===== config.mk =====
export PLATFORM = sky130hd
export DESIGN_NAME = spi_cfg_port
export DESIGN_NICKNAME = d
export VERILOG_FILES = /design/src/rtl/spi_cfg_pkg.sv /design/src/rtl/spi_in_sync.sv /design/src/rtl/spi_cfg_shifter.sv /design/src/rtl/spi_cfg_regbank.sv /design/src/rtl/spi_cfg_port.sv
export SDC_FILE = /design/constraint.sdc
export NUM_CORES = 1
export LEC_CHECK = 0
export BUFFER_PORTS_ARGS = -buffer_cell sky130_fd_sc_hd__clkbuf_2
export CAP_MARGIN = 20
export CORE_ASPECT_RATIO = 0.6
export CORE_MARGIN = 2
export CORE_UTILIZATION = 51
export CTS_CLUSTER_SIZE = 20
export DETAILED_ROUTE_END_ITERATION = 10
export HOLD_SLACK_MARGIN = 0.12
export PLACE_DENSITY = 0.74
export SETUP_SLACK_MARGIN = 0.05
export SYNTH_ARGS = -nofsm -noshare
export SYNTH_HDL_FRONTEND = slang
export SYNTH_SLANG_ARGS = --single-unit

===== constraint.sdc =====
create_clock -name clk -period 2 [get_ports clk]
set_input_delay 0 -clock clk [delete_from_list [all_inputs] [get_ports clk]]
set_output_delay 0 -clock clk [all_outputs]
set_load 0.01 [all_outputs]

===== src/rtl/spi_cfg_pkg.sv =====
// Shared constants for the serial configuration port: register count,
// control-bit positions in register 0 and per-register reset values.
package spi_cfg_pkg;

    localparam int CFG_NUM_REGS   = 23;
    localparam int CFG_ADDR_W     = 5;
    localparam int MODE_DIR_BIT   = 7;   // 1: read data on shared pin
    localparam int MODE_LSB_BIT   = 6;   // 1: LSB first
    localparam int MODE_SRST_BIT  = 5;   // 1: soft reset on write
    localparam int FS_HI_ADDR     = 2;   // full-scale code bits 9:8
    localparam int FS_LO_ADDR     = 3;   // full-scale code bits 7:0
    localparam logic [9:0] FS_DEFAULT = 10'h200;

    // Reset value of register idx.
    function automatic logic [7:0] cfg_default(input int idx);
        if (idx == FS_HI_ADDR)      return {6'd0, FS_DEFAULT[9:8]};
        else if (idx == FS_LO_ADDR) return FS_DEFAULT[7:0];
        else                        return 8'h00;
    endfunction

endpackage


===== src/rtl/spi_in_sync.sv =====
// Multi-stage synchronizer for asynchronous serial pins.
// Assumes each input stays stable for several system clocks.
module spi_in_sync #(
    parameter int               WIDTH     = 3,
    parameter int               STAGES    = 2,
    parameter logic [WIDTH-1:0] RESET_VAL = '0
) (
    input  logic             clk,
    input  logic             rst_n,
    input  logic [WIDTH-1:0] d_i,
    output logic [WIDTH-1:0] q_o
);
    logic [WIDTH-1:0] stage_q [STAGES];

    for (genvar s = 0; s < STAGES; s++) begin : g_stage
        // Shift the pin values one stage further into the clock domain.
        always_ff @(posedge clk) begin
            if (!rst_n) stage_q[s] <= RESET_VAL;
            else if (s == 0) stage_q[s] <= d_i;
            else stage_q[s] <= stage_q[(s == 0) ? 0 : s-1];
        end
    end

    assign q_o = stage_q[STAGES-1];
endmodule


===== src/rtl/spi_cfg_shifter.sv =====
// Serial frame engine: counts clock edges, assembles instruction and
// data bytes in the selected bit order, issues a write strobe after a
// complete frame and shifts read data out on falling edges.
// Assumes edge pulses are one system clock wide and already synchronized.
module spi_cfg_shifter #(
    parameter int ADDR_W = 5
) (
    input  logic              clk,
    input  logic              rst_n,
    input  logic              cs_act,
    input  logic              sclk_rise,
    input  logic              sclk_fall,
    input  logic              sdi,
    input  logic              lsb_first,
    input  logic [7:0]        rd_byte,
    output logic [ADDR_W-1:0] rd_addr,
    output logic              wr_stb,
    output logic [ADDR_W-1:0] wr_addr,
    output logic [7:0]        wr_data,
    output logic              out_en,
    output logic              dout
);
    localparam int BYTE_BITS  = 8;
    localparam int FRAME_BITS = 2 * BYTE_BITS;
    localparam int CW         = $clog2(FRAME_BITS + 1);
    localparam logic [CW-1:0] CNT_FULL  = CW'(FRAME_BITS);
    localparam logic [CW-1:0] CNT_LAST  = CW'(FRAME_BITS - 1);
    localparam logic [CW-1:0] CNT_INSTR = CW'(BYTE_BITS - 1);
    localparam logic [CW-1:0] CNT_BYTE  = CW'(BYTE_BITS);

    logic [CW-1:0] cnt_q;
    logic [7:0]    instr_q;
    logic [7:0]    data_q;
    logic [2:0]    in_pos;
    logic [2:0]    out_pos;
    logic          rd_now;

    // Bit position addressed by the current edge in the selected order.
    assign in_pos  = lsb_first ? cnt_q[2:0] : ~cnt_q[2:0];
    assign out_pos = lsb_first ? cnt_q[2:0] : ~cnt_q[2:0];
    // Read flag including a bit that arrives on this very edge.
    assign rd_now  = (in_pos == 3'd7) ? sdi : instr_q[7];

    // Frame counter, byte assembly, write strobe and output shifting.
    always_ff @(posedge clk) begin
        if (!rst_n) begin
            cnt_q   <= '0;
            instr_q <= '0;
            data_q  <= '0;
            wr_stb  <= 1'b0;
            out_en  <= 1'b0;
            dout    <= 1'b0;
        end else begin
            wr_stb <= 1'b0;
            if (!cs_act) begin
                cnt_q  <= '0;
                out_en <= 1'b0;
            end else begin
                if (sclk_rise && cnt_q < CNT_FULL) begin
                    cnt_q <= cnt_q + 1'b1;
                    if (cnt_q < CNT_BYTE) instr_q[in_pos] <= sdi;
                    else                  data_q[in_pos]  <= sdi;
                    if (cnt_q == CNT_INSTR) out_en <= rd_now;
                    if (cnt_q == CNT_LAST)  wr_stb <= ~instr_q[7];
                end
                if (sclk_fall && out_en && cnt_q >= CNT_BYTE && cnt_q < CNT_FULL)
                    dout <= rd_byte[out_pos];
            end
        end
    end

    assign rd_addr = instr_q[ADDR_W-1:0];
    assign wr_addr = instr_q[ADDR_W-1:0];
    assign wr_data = data_q;


    oe_idle_chk: assert property (@(posedge clk) disable iff (!rst_n)
        !cs_act |=> !out_en);

    cnt_bound_chk: assert property (@(posedge clk) disable iff (!rst_n)
        cnt_q <= CNT_FULL);

    dout_hold_chk: assert property (@(posedge clk) disable iff (!rst_n)
        !sclk_fall |=> $stable(dout));

    wr_full_frame_chk: assert property (@(posedge clk) disable iff (!rst_n)
        wr_stb |-> cnt_q == CNT_FULL);
endmodule


===== src/rtl/spi_cfg_regbank.sv =====
// Byte-wide register bank with per-register defaults, a soft reset
// triggered through register 0 and a read multiplexer.
// Assumes at most one write strobe per transfer.
module spi_cfg_regbank
    import spi_cfg_pkg::*;
#(
    parameter int NUM_REGS = CFG_NUM_REGS,
    parameter int ADDR_W   = CFG_ADDR_W
) (
    input  logic                  clk,
    input  logic                  rst_n,
    input  logic                  wr_en,
    input  logic [ADDR_W-1:0]     wr_addr,
    input  logic [7:0]            wr_data,
    input  logic [ADDR_W-1:0]     rd_addr,
    output logic [7:0]            rd_data,
    output logic [NUM_REGS*8-1:0] cfg_flat
);
    logic [7:0]            regs_q [NUM_REGS];
    logic [NUM_REGS*8-1:0] dflt_flat;
    logic                  soft_rst;

    assign soft_rst = wr_en && (wr_addr == '0) && wr_data[MODE_SRST_BIT];

    for (genvar i = 0; i < NUM_REGS; i++) begin : g_reg
        localparam logic [7:0] DFLT = cfg_default(i);
        // Hold register i: default on reset or soft reset, else take writes.
        always_ff @(posedge clk) begin
            if (!rst_n || soft_rst)                        regs_q[i] <= DFLT;
            else if (wr_en && wr_addr == ADDR_W'(i))       regs_q[i] <= wr_data;
        end
        assign cfg_flat[i*8 +: 8]  = regs_q[i];
        assign dflt_flat[i*8 +: 8] = DFLT;
    end

    // Select the addressed register; out-of-range reads return zero.
    always_comb begin
        rd_data = 8'h00;
        for (int i = 0; i < NUM_REGS; i++)
            if (rd_addr == ADDR_W'(i)) rd_data = regs_q[i];
    end


    soft_rst_chk: assert property (@(posedge clk) disable iff (!rst_n)
        soft_rst |=> cfg_flat == dflt_flat);

    hold_chk: assert property (@(posedge clk) disable iff (!rst_n)
        !wr_en |=> $stable(cfg_flat));

    range_chk: assert property (@(posedge clk) disable iff (!rst_n)
        (wr_en && wr_addr >= ADDR_W'(NUM_REGS)) |=> $stable(cfg_flat));
endmodule


===== src/rtl/spi_cfg_port.sv =====
// Top of the serial configuration port. Synchronizes the serial pins,
// derives clock edges, and routes read data to the pin chosen by
// register 0. Assumes the serial clock is at most clk/6.
module spi_cfg_port
    import spi_cfg_pkg::*;
#(
    parameter int NUM_REGS    = CFG_NUM_REGS,
    parameter int ADDR_W      = CFG_ADDR_W,
    parameter int SYNC_STAGES = 2
) (
    input  logic                  clk,
    input  logic                  rst_n,
    input  logic                  spi_csn,
    input  logic                  spi_sclk,
    input  logic                  spi_sdio_i,
    output logic                  spi_sdio_o,
    output logic                  spi_sdio_oe,
    output logic                  spi_sdo_o,
    output logic                  spi_sdo_oe,
    output logic [NUM_REGS*8-1:0] cfg_flat
);
    logic [2:0]        pins_s;
    logic              csn_s, sclk_s, sdi_s, sclk_prev;
    logic              sclk_rise, sclk_fall, cs_act;
    logic              out_en, dout, wr_stb;
    logic [ADDR_W-1:0] rd_addr, wr_addr;
    logic [7:0]        wr_data, rd_byte;
    logic              mode_dir, mode_lsb;

    spi_in_sync #(.WIDTH(3), .STAGES(SYNC_STAGES), .RESET_VAL(3'b100)) i_sync (
        .clk   (clk),
        .rst_n (rst_n),
        .d_i   ({spi_csn, spi_sclk, spi_sdio_i}),
        .q_o   (pins_s)
    );
    assign {csn_s, sclk_s, sdi_s} = pins_s;

    // Remember the previous synchronized serial clock for edge detection.
    always_ff @(posedge clk) begin
        if (!rst_n) sclk_prev <= 1'b0;
        else        sclk_prev <= sclk_s;
    end

    assign cs_act    = ~csn_s;
    assign sclk_rise = sclk_s & ~sclk_prev;
    assign sclk_fall = ~sclk_s & sclk_prev;
    assign mode_dir  = cfg_flat[MODE_DIR_BIT];
    assign mode_lsb  = cfg_flat[MODE_LSB_BIT];

    spi_cfg_shifter #(.ADDR_W(ADDR_W)) i_shifter (
        .clk       (clk),
        .rst_n     (rst_n),
        .cs_act    (cs_act),
        .sclk_rise (sclk_rise),
        .sclk_fall (sclk_fall),
        .sdi       (sdi_s),
        .lsb_first (mode_lsb),
        .rd_byte   (rd_byte),
        .rd_addr   (rd_addr),
        .wr_stb    (wr_stb),
        .wr_addr   (wr_addr),
        .wr_data   (wr_data),
        .out_en    (out_en),
        .dout      (dout)
    );

    spi_cfg_regbank #(.NUM_REGS(NUM_REGS), .ADDR_W(ADDR_W)) i_regbank (
        .clk      (clk),
        .rst_n    (rst_n),
        .wr_en    (wr_stb),
        .wr_addr  (wr_addr),
        .wr_data  (wr_data),
        .rd_addr  (rd_addr),
        .rd_data  (rd_byte),
        .cfg_flat (cfg_flat)
    );

    assign spi_sdio_o  = dout;
    assign spi_sdo_o   = dout;
    assign spi_sdio_oe = out_en & mode_dir;
    assign spi_sdo_oe  = out_en & ~mode_dir;


    oe_excl_chk: assert property (@(posedge clk) disable iff (!rst_n)
        $onehot0({spi_sdio_oe, spi_sdo_oe}));

    oe_csn_chk: assert property (@(posedge clk) disable iff (!rst_n)
        $rose(csn_s) |=> !(spi_sdio_oe || spi_sdo_oe));
endmodule


=== After elaboration in Yosys (flattened, before gate mapping) ===
Memory sizes are Yosys's and may differ from the RTL's.
Cells that the tools add are included.
W data, S select, Z words.

* Bitwise gates (word level): 39
* Order comparisons: 5
* Eq/ne operators: 25
* Reductions and logical operators: 38
* Add/subtract/negate cells: 1
* Mux-type cells: 129

{| class="wikitable"
|+ Operators with widths
! kind !! number
|-
| $mux W8 || 46
|-
| $mux W1 || 76
|-
| $eq A5 B4 Y1 const B || 9
|-
| $eq A5 B5 Y1 const B || 7
|-
| $logic_and A1 B1 Y1 || 29
|-
| $eq A5 B3 Y1 const B || 5
|-
| $or A1 B1 Y1 || 25
|-
| $bwmux W8 || 2
|-
| $eq A5 B2 Y1 const B || 2
|-
| $mux W3 || 3
|-
| $not A1 Y1 || 9
|-
| $reduce_and A3 Y1 || 2
|-
| $add A5 B1 Y5 const B || 1
|-
| $eq A5 B1 Y1 const B || 1
|-
| $ge A5 B4 Y1 const B || 1
|-
| $logic_not A5 Y1 || 1
|-
| $lt A5 B4 Y1 const B || 1
|-
| $lt A5 B5 Y1 const B || 1
|-
| $and A1 B1 Y1 || 4
|-
| $lt A3 B4 Y1 const B || 1
|-
| $reduce_and A2 Y1 || 2
|-
| $reduce_or A4 Y1 || 1
|-
| $bmux W1 S3 || 1
|-
| $demux W1 S3 || 1
|-
| 6 further kinds || 6
|}

* RAM bits: 190
* Output and inout bits: 188
* Memories kept: 2
* Register bits after elaboration: 25
* Logic and storage cells: 246

{| class="wikitable"
|+ Memories
! name !! words !! bits a word !! read ports !! clocked after memory_dff !! wr ports !! line !! source
|-
| i_regbank.regs_q || 23 || 8 || 23 || 0 || 23 || spi_cfg_regbank.sv:19 || <nowiki>logic [7:0] regs_q [NUM_REGS];</nowiki>
|-
| i_sync.stage_q || 2 || 3 || 2 || 0 || 2 || spi_in_sync.sv:13 || <nowiki>logic [WIDTH-1:0] stage_q [STAGES];</nowiki>
|}

=== Logic depth before layout (Yosys ltp) ===
* Depth in word-level cells: 26
* Mapped depth: 10
* Mapped depth without buffers: 7

=== Cells and area by module ===
A second synthesis with hierarchy kept.

* Cells, all modules: 974
* Area total of the unflattened synthesis: 10,961.8 µm²

{| class="wikitable"
|+ Modules (own cells, without submodules)
! module !! instances !! cells an instance !! area each (µm²) !! sequential area each (µm²)
|-
| spi_cfg_regbank || 1 || 797 || 9,341.5 || 5,525.3
|-
| spi_cfg_shifter || 1 || 157 || 1,400.1 || 440.4
|-
| spi_in_sync || 1 || 12 || 157.7 || 120.1
|-
| spi_cfg_port || 1 || 8 || 62.6 || 20.0
|}

=== Worst setup path before layout ===
OpenSTA, ideal clock, no wires.

* Path kind: reg2reg
* Start: register i_shifter.instr_q[2]
* End: memory i_regbank.regs_q[13][0] (netlist: i_regbank.regs_q[1][40]), enable pin
* Path buffers: 4
* Stages on the path, launching flop included: 7
* Data arrival time: 1.782 ns
* Path slack: -0.166 ns
* Data required time: 1.616 ns
* Period minus slack after synthesis: 2.166 ns
* Cell sequence: dfxtp_1 -> buf_6 -> buf_6 -> buf_2 -> nand3b_1 -> buf_2 -> o21ai_0

{| class="wikitable"
|+ RTL lines
! item !! line !! source
|-
| start, declared || spi_cfg_shifter.sv:32 || <nowiki>logic [7:0] instr_q;</nowiki>
|-
| start signal, assigned by index || spi_cfg_shifter.sv:61 || <nowiki>if (cnt_q < CNT_BYTE) instr_q[in_pos] <= sdi;</nowiki>
|-
| end, declared || spi_cfg_regbank.sv:19 ||
|}

=== Worst setup path after layout ===
* Start: register i_shifter.instr_q[0]
* End: register i_shifter.dout

* Word-level cells in the longest chain between the ends: 26

{| class="wikitable"
|+ Ends and longest elaborated chain
! item !! line !! source
|-
| $logic_not A5 Y1 || spi_cfg_regbank.sv:40 || <nowiki>if (rd_addr == ADDR_W'(i)) rd_data = regs_q[i];</nowiki>
|-
| $mux W8 (22 in series) || spi_cfg_regbank.sv:40 ||
|-
| $mux W8 * || spi_cfg_regbank.sv:40 ||
|-
| $bmux W1 S3 * || spi_cfg_shifter.sv:67 || <nowiki>dout <= rd_byte[out_pos];</nowiki>
|-
| $mux W1 (implied by the code) * || spi_cfg_shifter.sv:67 ||
|-
| end signal, assigned || spi_cfg_shifter.sv:67 ||
|-
| end, declared || spi_cfg_shifter.sv:21 || <nowiki>output logic dout</nowiki>
|}

Every way passes the cells marked *; elsewhere a longest branch is shown, timed or not. The select of a mux whose other input is x is not followed.
A chain may end at the register's enable or synchronous reset.

==> impl_metrics.csv <==
group,metric,value,unit
outcome,status,"finished with violations",
outcome,violations,"setup timing",
worst_setup_path,cp_top_family,"compound AO/OA/AOI/OAI gates",
logic_synthesis,syn_area,0.0107,sq mm
route,viasPerCell,6.01,
min_path,hp-class,"in2reg",
cells_and_area,mostFrequentLayoutCells,"clkbuf_2 (192), edfxtp_1 (184), and2_1 (171), buf_4 (156), a21oi_1 (48)",
route,wl,40100,um
grt,antenna_found_initial,0,
cts,clock-sinks,213,
floorplan,num_io_pins,193,
cells_and_area,fin_cells,1605,
grt,overflow,0,
route,firstDrtPassIters,6,
logic_synthesis,synth_edf_count,184,
grt,use_met3,9.28,%
floorplan,die_width,191,um
power_and_ir_drop,power_density,645,mW/mm^2
worst_setup_path,cp-start-kind,"flip-flop",
worst_setup_path,reg2reg_slack,-0.25,ns
floorplan,core_area,0.0208,sq mm
placement,dp_hpwl,28800,um
sta,worst_pin_slew,0.827,ns
floorplan,rows,41,
worst_setup_path,slowest_stage,"mux4_2",
route,drt_drc_violations_left,0,
worst_setup_path,required,2.41,ns
cells_and_area,layout-drive-gt1-share,43.8,%
min_path,holdCritStartpoint,"rst_n",
grt,use_met2,50.3,%
power_and_ir_drop,ir_worst_vdd,0.539,mV
sta,worst_slew_margin_rel,44.8,%
sta,grt_setup_unrepaired,"true",
logic_synthesis,yosysWarnings,0,
logic_synthesis,synth_nets,950,
cts,root_buffer,"clkbuf_16",
placement,gp_congestion,1.02,
route,drtAntennaViolNets,0,
grt,grt_pass1_wl,57100,um
placement,placed_area,0.0133,sq mm
cells_and_area,stdcell_area,0.0150,sq mm
logic_synthesis,yosysSeqAreaShare,56.8,%
sta,fin_tns_setup,-0.470,ns
logic_synthesis,synth_cell_types,87,
worst_setup_path,arrival,2.65,ns
worst_setup_path,cp_num_buf_inv,2,
cts,cts_htree_levels,1,
worst_setup_path,slowest_delay,0.52,ns
route,first_iter_violations,1127,
grt,grt.total_usage,35.3,%
cts,cts_buffer_depth,3,
worst_setup_path,r2r-start,"i_shifter.instr_q[0]",
logic_synthesis,ys_async_sr_fraction,0,%
placement,dpl_worst_slack,-0.463,ns
worst_setup_path,cp-end-kind,"flip-flop",
min_path,hold_depth,4,
worst_setup_path,worstRegToRegCells,9,
sta,finClkSkew,0.0210,ns
grt,top_usage_layer,"met1",
floorplan,die_area,0.0223,sq mm
floorplan,die_y,116,um
worst_setup_path,crit_type,"reg2reg",
worst_setup_path,cp_cell_sequence,"buf_8, buf_6, mux4_2, nand2_2, and3_4, o211ai_1, o21ai_1, o311a_1, a31oi_1",
sta,period_share,112,%
sta,setup_ws,-0.248,ns
placement,portBuffers,192,
floorplan,start_util,51.6,%
cts,clk_pin_slew,0.07,ns
sta,final_hold_viol_count,0,
cts,cts_tree,"built",
flow_run,cap_viol_max_count,0,
cts,cts_made_buffers,21,
power_and_ir_drop,p_leak,6.03,nW
logic_synthesis,synth_seq_cells,213,
route,dr_total_vias,9652,
grt,grt_max_degree,25,
worst_setup_path,cp_max_fo,7,
cells_and_area,final_common_cell,"clkbuf_2",
logic_synthesis,postSynthCellCount,942,
power_and_ir_drop,p_total,9.67,mW
sta,holdWs,0.433,ns
cells_and_area,n_fill_cell,1527,
sta,min_period,2.25,ns
grt,grtUsageMet1,53.8,%
cells_and_area,fin_util,72.0,%
grt,grt_pass1_vias,8919,
cts,clock_latency,0.52,ns
sta,clock.fmax,445,MHz
sta,final_max_slew_viol_count,0,
sta,setup_viol,12,
logic_synthesis,ys.flop_type,"edfxtp_1",
logic_synthesis,syn_avg_cell_area,11.4,sq um
worst_setup_path,r2r_end,"i_shifter.dout",
cells_and_area,nets,1321,
min_path,min_to,"i_sync.stage_q[1][2]",
cells_and_area,syn2layout_area_growth,39.6,%
route,wl_per_cell,25.0,um
placement,dp_cells,1547,
area by class of cell:
type	instances	area [sq um]	area share [%]
clock buffer	29	586	3.90
multi-input combinational	651	4760	31.7
sequential	213	6120	40.8
clock inverter	6	88.8	0.592
tap	279	349	2.33
timing repair buffer	417	3060	20.4
inverter	9	36.3	0.242
antenna	1	2.50	0.0167
per-layer routing:
metal	vias to the layer above	wire, um
met5	-	0
met4	0	946
met3	76	4910
met2	697	16700
met1	4705	17600
li1	4174	-
tightest hold or removal path, stage by stage:
cell and delay [ns]:
dlygate4sd3_1 0.54, clkbuf_2 0.12, buf_4 0.17, nand2b_1 0.08
flip-flops by register name, indices dropped and copies added, names as in the netlist:
register           count
i_shifter.out_en       1
i_shifter.dout         1
sclk_prev              1
i_regbank.regs_q     184
i_shifter.wr_data      8
i_shifter.cnt_q        5
i_sync.stage_q         6
i_shifter.instr_q      6
i_shifter.wr_stb       1
report_power, final:
group / leakage (nW) / switching (mW) / internal (mW) / total (mW)
clock network: 0.325 / 1.72 / 2.30 / 4.03
logic: 3.57 / 0.313 / 0.258 / 0.571
registers: 2.13 / 0.126 / 4.94 / 5.07
logic make-up (layout without fill, tap and decap cells):
| logic type | count (synthesis) | count (layout) | synth area share, % |
|---|---|---|---|
| xor+xnor | 4 | 4 | 0.326 |
| compound gates | 187 | 187 | 11.4 |
| mux | 46 | 46 | 5.14 |
| simple gates | 410 | 410 | 21.9 |
| flops | 213 | 213 | 56.8 |
| fa+ha+maj | 3 | 3 | 0.349 |
| other cells | 1 | 2 | 0.0349 |
| buf+inv | 78 | 461 | 4.08 |
synth_stat cells, types with 3 or more instances:
cell,n,area [sq um]
and2_1,189,1180
edfxtp_1,184,5530
nor2_1,59,221
a21oi_1,49,245
nand2_1,48,180
o21ai_0,46,230
clkbuf_1,29,109
dfxtp_1,29,581
mux2i_1,27,270
nand3_1,22,110
buf_2,20,100
nor2b_1,14,87.6
a31oi_1,13,81.3
mux2_2,13,146
nand2b_1,13,81.3
nor3_1,11,55.1
buf_6,10,113
buf_4,9,67.6
o22ai_1,9,56.3
a211oi_1,7,52.6
inv_1,7,26.3
nor2_2,7,43.8
mux4_2,6,135
nand3b_1,6,45.0
nor4_1,5,31.3
o221ai_1,5,43.8
o32ai_1,5,43.8
a221oi_1,4,35.0
and3_1,4,25.0
o211ai_1,4,30.0
o21ai_1,4,20.0
or3_1,4,25.0
a22oi_1,3,22.5
a2bb2oi_1,3,26.3
and3b_1,3,26.3
ha_1,3,37.5
nor3b_1,3,22.5
xor2_1,3,26.3
repair_timing:
item                                    CTS  global route
endpoints found under the setup margin  328           312
setup buffers                            10            11
pin swaps                                13             9
cloned                                    1             2
hold endpoints to repair                 27             0
gates resized for setup                  71           128
hold buffers                              7             0
worst max path at each step:
stage | end | slack, ns | cells after the start | from
4_1_cts | i_shifter.dout | -0.18 | 9 | i_shifter.instr_q[1]
3_3_place_gp | i_shifter.dout | -0.56 | 9 | i_shifter.instr_q[2]
5_1_grt | i_shifter.dout | -0.31 | 9 | i_regbank.regs_q[0][6]
3_5_place_dp | i_shifter.dout | -0.46 | 9 | i_shifter.instr_q[2]
6_report | i_shifter.dout | -0.25 | 9 | i_shifter.instr_q[0]
2_1_floorplan | i_regbank.regs_q[1][0] | -0.13 | 5 | i_shifter.instr_q[3]
Power figures use the tool's default switching activity.
